<file path="src/rtl/spi_status_pkg.sv">
package spi_status_pkg;
  localparam int unsigned STAT_W   = 8;
  localparam int unsigned DENS_W   = 4;
  localparam int unsigned DENS_LSB = 2;
  localparam logic [DENS_W-1:0] DENS_CODE = 4'b1001;
  localparam logic [7:0] OPC_RD_STATUS = 8'hD7;

  typedef enum logic [1:0] {
    ST_CMD    = 2'd0,
    ST_STAT   = 2'd1,
    ST_IGNORE = 2'd2
  } frame_st_e;
endpackage

</file>
<file path="src/rtl/spi_in_sync.sv">
module spi_in_sync #(
  parameter int unsigned N      = 3,
  parameter int unsigned STAGES = 2,
  parameter logic [N-1:0] RST_VAL = '0
) (
  input  logic         clk_i,
  input  logic         rst_ni,
  input  logic [N-1:0] d_i,
  output logic [N-1:0] q_o
);
  logic [STAGES-1:0][N-1:0] stg_q;

  always_ff @(posedge clk_i or negedge rst_ni) begin
    if (!rst_ni) begin
      for (int s = 0; s < STAGES; s++) stg_q[s] <= RST_VAL;
    end else begin
      stg_q[0] <= d_i;
      for (int s = 1; s < STAGES; s++) stg_q[s] <= stg_q[s-1];
    end
  end

  assign q_o = stg_q[STAGES-1];
endmodule

</file>
<file path="src/rtl/spi_cmd_ctrl.sv">
module spi_cmd_ctrl
  import spi_status_pkg::*;
#(
  parameter int unsigned OPC_W  = 8,
  parameter logic [OPC_W-1:0] OPCODE = OPC_RD_STATUS
) (
  input  logic      clk_i,
  input  logic      rst_ni,
  input  logic      cs_idle_i,
  input  logic      sck_rise_i,
  input  logic      si_i,
  output frame_st_e state_o
);
  localparam int unsigned CNT_W = $clog2(OPC_W);
  localparam logic [CNT_W-1:0] LAST = CNT_W'(OPC_W - 1);

  frame_st_e        state_q;
  logic [CNT_W-1:0] cnt_q;
  logic [OPC_W-2:0] sh_q;
  logic [OPC_W-1:0] opc_full;

  assign opc_full = {sh_q, si_i};

  always_ff @(posedge clk_i or negedge rst_ni) begin
    if (!rst_ni) begin
      state_q <= ST_CMD;
      cnt_q   <= '0;
      sh_q    <= '0;
    end else if (cs_idle_i) begin
      state_q <= ST_CMD;
      cnt_q   <= '0;
      sh_q    <= '0;
    end else if (sck_rise_i && state_q == ST_CMD) begin
      sh_q <= opc_full[OPC_W-2:0];
      if (cnt_q == LAST) begin
        cnt_q   <= '0;
        state_q <= (opc_full == OPCODE) ? ST_STAT : ST_IGNORE;
      end else begin
        cnt_q <= cnt_q + 1'b1;
      end
    end
  end

  assign state_o = state_q;
endmodule

</file>
<file path="src/rtl/spi_status_assy.sv">
module spi_status_assy
  import spi_status_pkg::*;
#(
  parameter logic [DENS_W-1:0] DENSITY = DENS_CODE
) (
  input  logic              busy_i,
  input  logic              cmp_diff_i,
  input  logic              prot_en_i,
  input  logic              page_256_i,
  output logic [STAT_W-1:0] status_o
);
  // bit7 ready, bit6 compare, bits5:2 density, bit1 protect, bit0 page size
  assign status_o = {~busy_i, cmp_diff_i, DENSITY, prot_en_i, page_256_i};
endmodule

</file>
<file path="src/rtl/spi_bit_seq.sv">
module spi_bit_seq #(
  parameter int unsigned BYTE_W = 8,
  localparam int unsigned IDX_W = $clog2(BYTE_W)
) (
  input  logic              clk_i,
  input  logic              rst_ni,
  input  logic              cs_idle_i,
  input  logic              stat_active_i,
  input  logic              sck_fall_i,
  input  logic [BYTE_W-1:0] status_i,
  output logic              bit_o,
  output logic              oe_o,
  output logic [IDX_W-1:0]  idx_o,
  output logic [BYTE_W-1:0] snap_o
);
  localparam logic [IDX_W-1:0] LAST = IDX_W'(BYTE_W - 1);

  logic [IDX_W-1:0]  idx_q;
  logic [BYTE_W-1:0] snap_q;
  logic              bit_q;
  logic              oe_q;

  always_ff @(posedge clk_i or negedge rst_ni) begin
    if (!rst_ni) begin
      idx_q  <= '0;
      snap_q <= '0;
      bit_q  <= 1'b0;
      oe_q   <= 1'b0;
    end else if (cs_idle_i || !stat_active_i) begin
      idx_q <= '0;
      bit_q <= 1'b0;
      oe_q  <= 1'b0;
    end else if (sck_fall_i) begin
      oe_q <= 1'b1;
      if (idx_q == '0) begin
        // byte boundary: take a fresh copy, hold it for the byte
        snap_q <= status_i;
        bit_q  <= status_i[BYTE_W-1];
      end else begin
        bit_q <= snap_q[LAST - idx_q];
      end
      idx_q <= (idx_q == LAST) ? '0 : idx_q + 1'b1;
    end
  end

  assign bit_o  = bit_q;
  assign oe_o   = oe_q;
  assign idx_o  = idx_q;
  assign snap_o = snap_q;
endmodule

</file>
<file path="src/rtl/spi_status_resp.sv">
module spi_status_resp
  import spi_status_pkg::*;
#(
  parameter int unsigned OPC_W       = 8,
  parameter logic [OPC_W-1:0] OPCODE = OPC_RD_STATUS,
  parameter int unsigned SYNC_STAGES = 2,
  parameter logic [DENS_W-1:0] DENSITY = DENS_CODE
) (
  input  logic clk_i,
  input  logic rst_ni,
  input  logic cs_ni,
  input  logic sck_i,
  input  logic si_i,
  input  logic busy_i,
  input  logic cmp_diff_i,
  input  logic prot_en_i,
  input  logic page_256_i,
  output logic so_o,
  output logic so_oe_o
);
  localparam int unsigned IDX_W = $clog2(STAT_W);

  logic [2:0]        pins_s;
  logic              sck_s, cs_idle, si_s, sck_d;
  logic              sck_rise, sck_fall;
  frame_st_e         state;
  logic              stat_active, ignore_active;
  logic [STAT_W-1:0] live_status, snap;
  logic [IDX_W-1:0]  bit_idx;
  logic              so_bit, oe;

  // lane 0 sck (idle low), lane 1 cs_n (idle high), lane 2 si
  spi_in_sync #(
    .N(3), .STAGES(SYNC_STAGES), .RST_VAL(3'b010)
  ) u_sync (
    .clk_i (clk_i),
    .rst_ni(rst_ni),
    .d_i   ({si_i, cs_ni, sck_i}),
    .q_o   (pins_s)
  );

  assign sck_s   = pins_s[0];
  assign cs_idle = pins_s[1];
  assign si_s    = pins_s[2];

  always_ff @(posedge clk_i or negedge rst_ni) begin
    if (!rst_ni) sck_d <= 1'b0;
    else         sck_d <= sck_s;
  end

  assign sck_rise = sck_s & ~sck_d;
  assign sck_fall = ~sck_s & sck_d;

  spi_cmd_ctrl #(.OPC_W(OPC_W), .OPCODE(OPCODE)) u_cmd (
    .clk_i     (clk_i),
    .rst_ni    (rst_ni),
    .cs_idle_i (cs_idle),
    .sck_rise_i(sck_rise),
    .si_i      (si_s),
    .state_o   (state)
  );

  assign stat_active   = (state == ST_STAT);
  assign ignore_active = (state == ST_IGNORE);

  spi_status_assy #(.DENSITY(DENSITY)) u_assy (
    .busy_i    (busy_i),
    .cmp_diff_i(cmp_diff_i),
    .prot_en_i (prot_en_i),
    .page_256_i(page_256_i),
    .status_o  (live_status)
  );

  spi_bit_seq #(.BYTE_W(STAT_W)) u_seq (
    .clk_i        (clk_i),
    .rst_ni       (rst_ni),
    .cs_idle_i    (cs_idle),
    .stat_active_i(stat_active),
    .sck_fall_i   (sck_fall),
    .status_i     (live_status),
    .bit_o        (so_bit),
    .oe_o         (oe),
    .idx_o        (bit_idx),
    .snap_o       (snap)
  );

  assign so_o    = oe & so_bit;
  assign so_oe_o = oe;
endmodule

</file>
<file path="config.mk">
export PLATFORM = sky130hd
export DESIGN_NAME = spi_status_resp
export DESIGN_NICKNAME = d
export VERILOG_FILES = /design/src/rtl/spi_status_pkg.sv /design/src/rtl/spi_in_sync.sv /design/src/rtl/spi_cmd_ctrl.sv /design/src/rtl/spi_status_assy.sv /design/src/rtl/spi_bit_seq.sv /design/src/rtl/spi_status_resp.sv
export SDC_FILE = /design/constraint.sdc
export NUM_CORES = 1
export LEC_CHECK = 0
export BUFFER_PORTS_ARGS = -buffer_cell sky130_fd_sc_hd__buf_4
export CAP_MARGIN = 30
export CORE_ASPECT_RATIO = 0.75
export CORE_MARGIN = 8
export CORE_UTILIZATION = 45
export CTS_BUF_LIST = sky130_fd_sc_hd__clkbuf_4
export DETAILED_ROUTE_END_ITERATION = 10
export PLACE_DENSITY = 0.69
export REMOVE_ABC_BUFFERS = 1
export SKIP_CTS_REPAIR_TIMING = 1
export SLEW_MARGIN = 20
export SYNTH_ARGS = -nofsm -noshare
export SYNTH_HDL_FRONTEND = slang
export SYNTH_SLANG_ARGS = --single-unit
</file>
<file path="constraint.sdc">
create_clock -name clk_i -period 1.3 [get_ports clk_i]
set_input_delay 0.13 -clock clk_i [delete_from_list [all_inputs] [get_ports clk_i]]
set_output_delay 0.13 -clock clk_i [all_outputs]
set_load 0.05 [all_outputs]
</file>
==> key figures <==
Outcome
  • Result of the run: finished with violations
  • Violated checks: setup timing

Timing
  • Measured slew at the worst slew-check pin: 0.359 ns
  • Slew HR: 0.761
  • Highest clock frequency the design can meet: 731 MHz
  • RSZ-0062 raised after global routing: yes
  • Worst Clk Skew: 0.0218 ns
  • Pins Over Slew Limit: 0
  • Setup violations, final: 14
  • Slack of the critical path: -0.0681 ns
  • Final hold violations: 0
  • Min Tclk post-route: 1.37 ns
  • Period utilization: 1.05

Detailed routing
  • Number of DRC violations after detailed routing: 0
  • First-pass DRT Iterations: 4
  • Aggregate routed wire length: 2420 um
  • DR WL/cell: 13.1 um
  • Post-route ant nets: 0
  • Drt via density: 5.08
  • Vias post-DR: 939
  • Number of design-rule violations left by the first detailed-router iteration: approximately 80

Floorplanning
  • Number of standard-cell rows in the floorplan: 16
  • Floorplan Core Area: between 2000 and 3000 um2
  • Die Span Y: slightly above 60 um
  • Die area: about 4800 um2
  • Boundary Pins: 11
  • Horizontal die dimension: 77.2 um
  • Initial core utilization: 0.478

Placement
  • Placement Cell Area: 1420 um2
  • Minimum setup slack after placement: -0.0797 ns
  • Placer Congestion: 0.771
  • Number of input and output port buffers inserted: 10
  • Detail Placement HPWL: around 1600 um

Clock network
  • Max Buffers Root-to-Sink: 2
  • Clock net sink count: 29
  • Clk Latency, worst-skew pair: around 0.34 ns
  • Clk root buf: clkbuf_4
  • Num CTS Buffers: 5
  • TritonCTS clock tree: built
  • Clock-pin slew of the registers on the worst-case setup and hold paths: 0.10 ns
  • Maximum level of the CTS H-tree: 2

Cells and area
  • Antenna Cells: 0
  • Highest-count cells in the layout ignoring fill and taps: dfrtp_1, nand2_1, buf_4
  • Number of fill cells: between 200 and 250
  • Area overhead of the layout relative to synthesis: 26.2%
  • Multi-input logic area: 541 um2
  • Register area: 728 um2
  • Share of layout cells above drive strength 1: 0.289
  • Final Instance Area: around 1600 um2
  • Final net count: between 150 and 200
  • Most common cell after layout, fill and taps aside: dfrtp_1

GRT
  • Final global-route overflow total: 0
  • Largest net degree at the start of global routing: 30
  • Antenna violations before repair: 0
  • Total routing usage reported by global routing: 0.108
  • Global-route wire length before repair: 3910 um
  • Via count of the first global-routing pass: 862

Power and ir drop
  • Lkg Pwr: 0.701 nW
  • Maximum vdd ir drop: 0.522 mV
  • Pwr dens: 997 nW/um2

Worst setup path
  • Required @ worst endpoint: 1.51 ns
  • Top delay family on crit path: simple AND/OR/NAND/NOR gates
  • Crit-path cells: nor3b_2, nand4b_1, mux2_2
  • Worst Path Arrival: 1.58 ns
  • Capturing element type of the critical path: flip-flop
  • Critical path launch point type: flip-flop
  • Worst-path cell with the longest stage delay: dfrtp_1
  • Buffers & Inverters on Critical Path: 0
  • Highest net fanout along the worst path: 4
  • Kind of critical path: reg2reg
  • Longest individual stage delay on the worst path: approximately 0.43 ns

Synth
  • Async set-reset flop share out of synthesis: 1.00
  • Number of cells produced by synthesis: 119
  • EDFF count, synth: 0
  • FF+latch count, synth: 29
  • Area of the mapped netlist: 1260 um2
  • Post-Synthesis Mean Instance Area: 10.6 um2
  • Cell taking the most area after synthesis: dfrtp_1
  • Sequential share of the synthesized area: 0.577
  • Main area contributors after synthesis: dfrtp_1, nand2_1, a21oi_1, ha_1, dfstp_2
  • Most instantiated flip-flop cell in the synthesis netlist: dfrtp_1
  • Portion of synthesized cell area occupied by the leading cell type: 0.535
  • Yosys cell types: 29
  • Syn. warnings: 0

Hold path
  • Hold/Removal Path Class: in2reg

Job
  • # Max-Cap Violations: 0
worst paths after layout:
path / cells past startpoint / end / slack (ns) / from
hold / removal: 2 / u_seq.snap_o[0] / 0.03 / page_256_i
min in group asynchronous: 2 / u_cmd.state_o[1] / 0.23 / rst_ni
max in group asynchronous: 2 / u_sync.q_o[1] / 0.74 / rst_ni
hold reg to reg: 0 / u_sync.q_o[1] / 0.36 / u_sync.stg_q[1]
setup reg to reg: 3 / u_seq.snap_o[1] / -0.07 / u_cmd.state_o[1]
setup / recovery: 3 / u_seq.snap_o[1] / -0.07 / u_cmd.state_o[1]
state kept, by name (all words and copies together) (netlist names), 2 cells and up:
register and count:
u_cmd.state_o 2, u_sync.stg_q 3, u_cmd.cnt_q 3, u_seq.idx_o 3
u_seq.snap_o 5, u_cmd.sh_q 7, u_sync.q_o 3
stage by stage:
| step | cells | TNS [ns] | hold WS (ns) | utilization | power [mW] |
|---|---|---|---|---|---|
| global route | 185 | -1.41 | 0.0283 | 0.603 | 1.66 |
| floorplan | 116 | -5.09 | -0.166 | - | 0.990 |
| finish | 185 | -0.342 | 0.0350 | 0.603 | 1.59 |
| detailed placement | 170 | -0.356 | 0.0711 | 0.536 | 1.05 |
| global placement | 170 | -0.0513 | 0.0694 | 0.536 | 1.04 |
| CTS | 178 | -0.777 | -0.304 | 0.558 | 1.60 |
metal layers:
layer  global-route usage  wire length, um
met1                0.135             1200
met4               0.0802               30
met3               0.0388              128
met2                0.153             1060
met5                    0                0
layout make-up:
class,count,area share
Multi-Input combinational cell,83,0.339
Inverter,4,0.00943
Tap cell,36,0.0283
Timing Repair Buffer,25,0.130
Clock buffer,7,0.0330
Sequential cell,29,0.457
Clock inverter,1,0.00236
cells by family (layout without fill, tap and decap cells):
logic type	after synthesis	count (layout)	synth area share
compound gates	24	24	0.105
fa+ha+maj	5	5	0.0496
buf+inv	7	37	0.0317
flops	29	29	0.577
mux	3	3	0.0268
simple gates	51	51	0.210
power by group:
group	leakage (nW)	switching [mW]	total, mW	internal [mW]
logic	0.294	0.0534	0.104	0.0505
clock network	0.0338	0.299	0.548	0.249
registers	0.373	0.0118	0.936	0.925
total	0.701	0.364	1.59	1.22
cells in the mapped netlist (all sizes together), types with 2 or more instances:
library cell,count
inv,4
a21oi,17
nor3,2
buf,2
nor2b,2
nand3b,2
ha,5
nand2,25
o21ai,3
nor3b,2
nor2,9
dfrtp,27
nand4b,3
nand2b,2
mux2,3
dfstp,2
(Power assumes the default switching activity.)
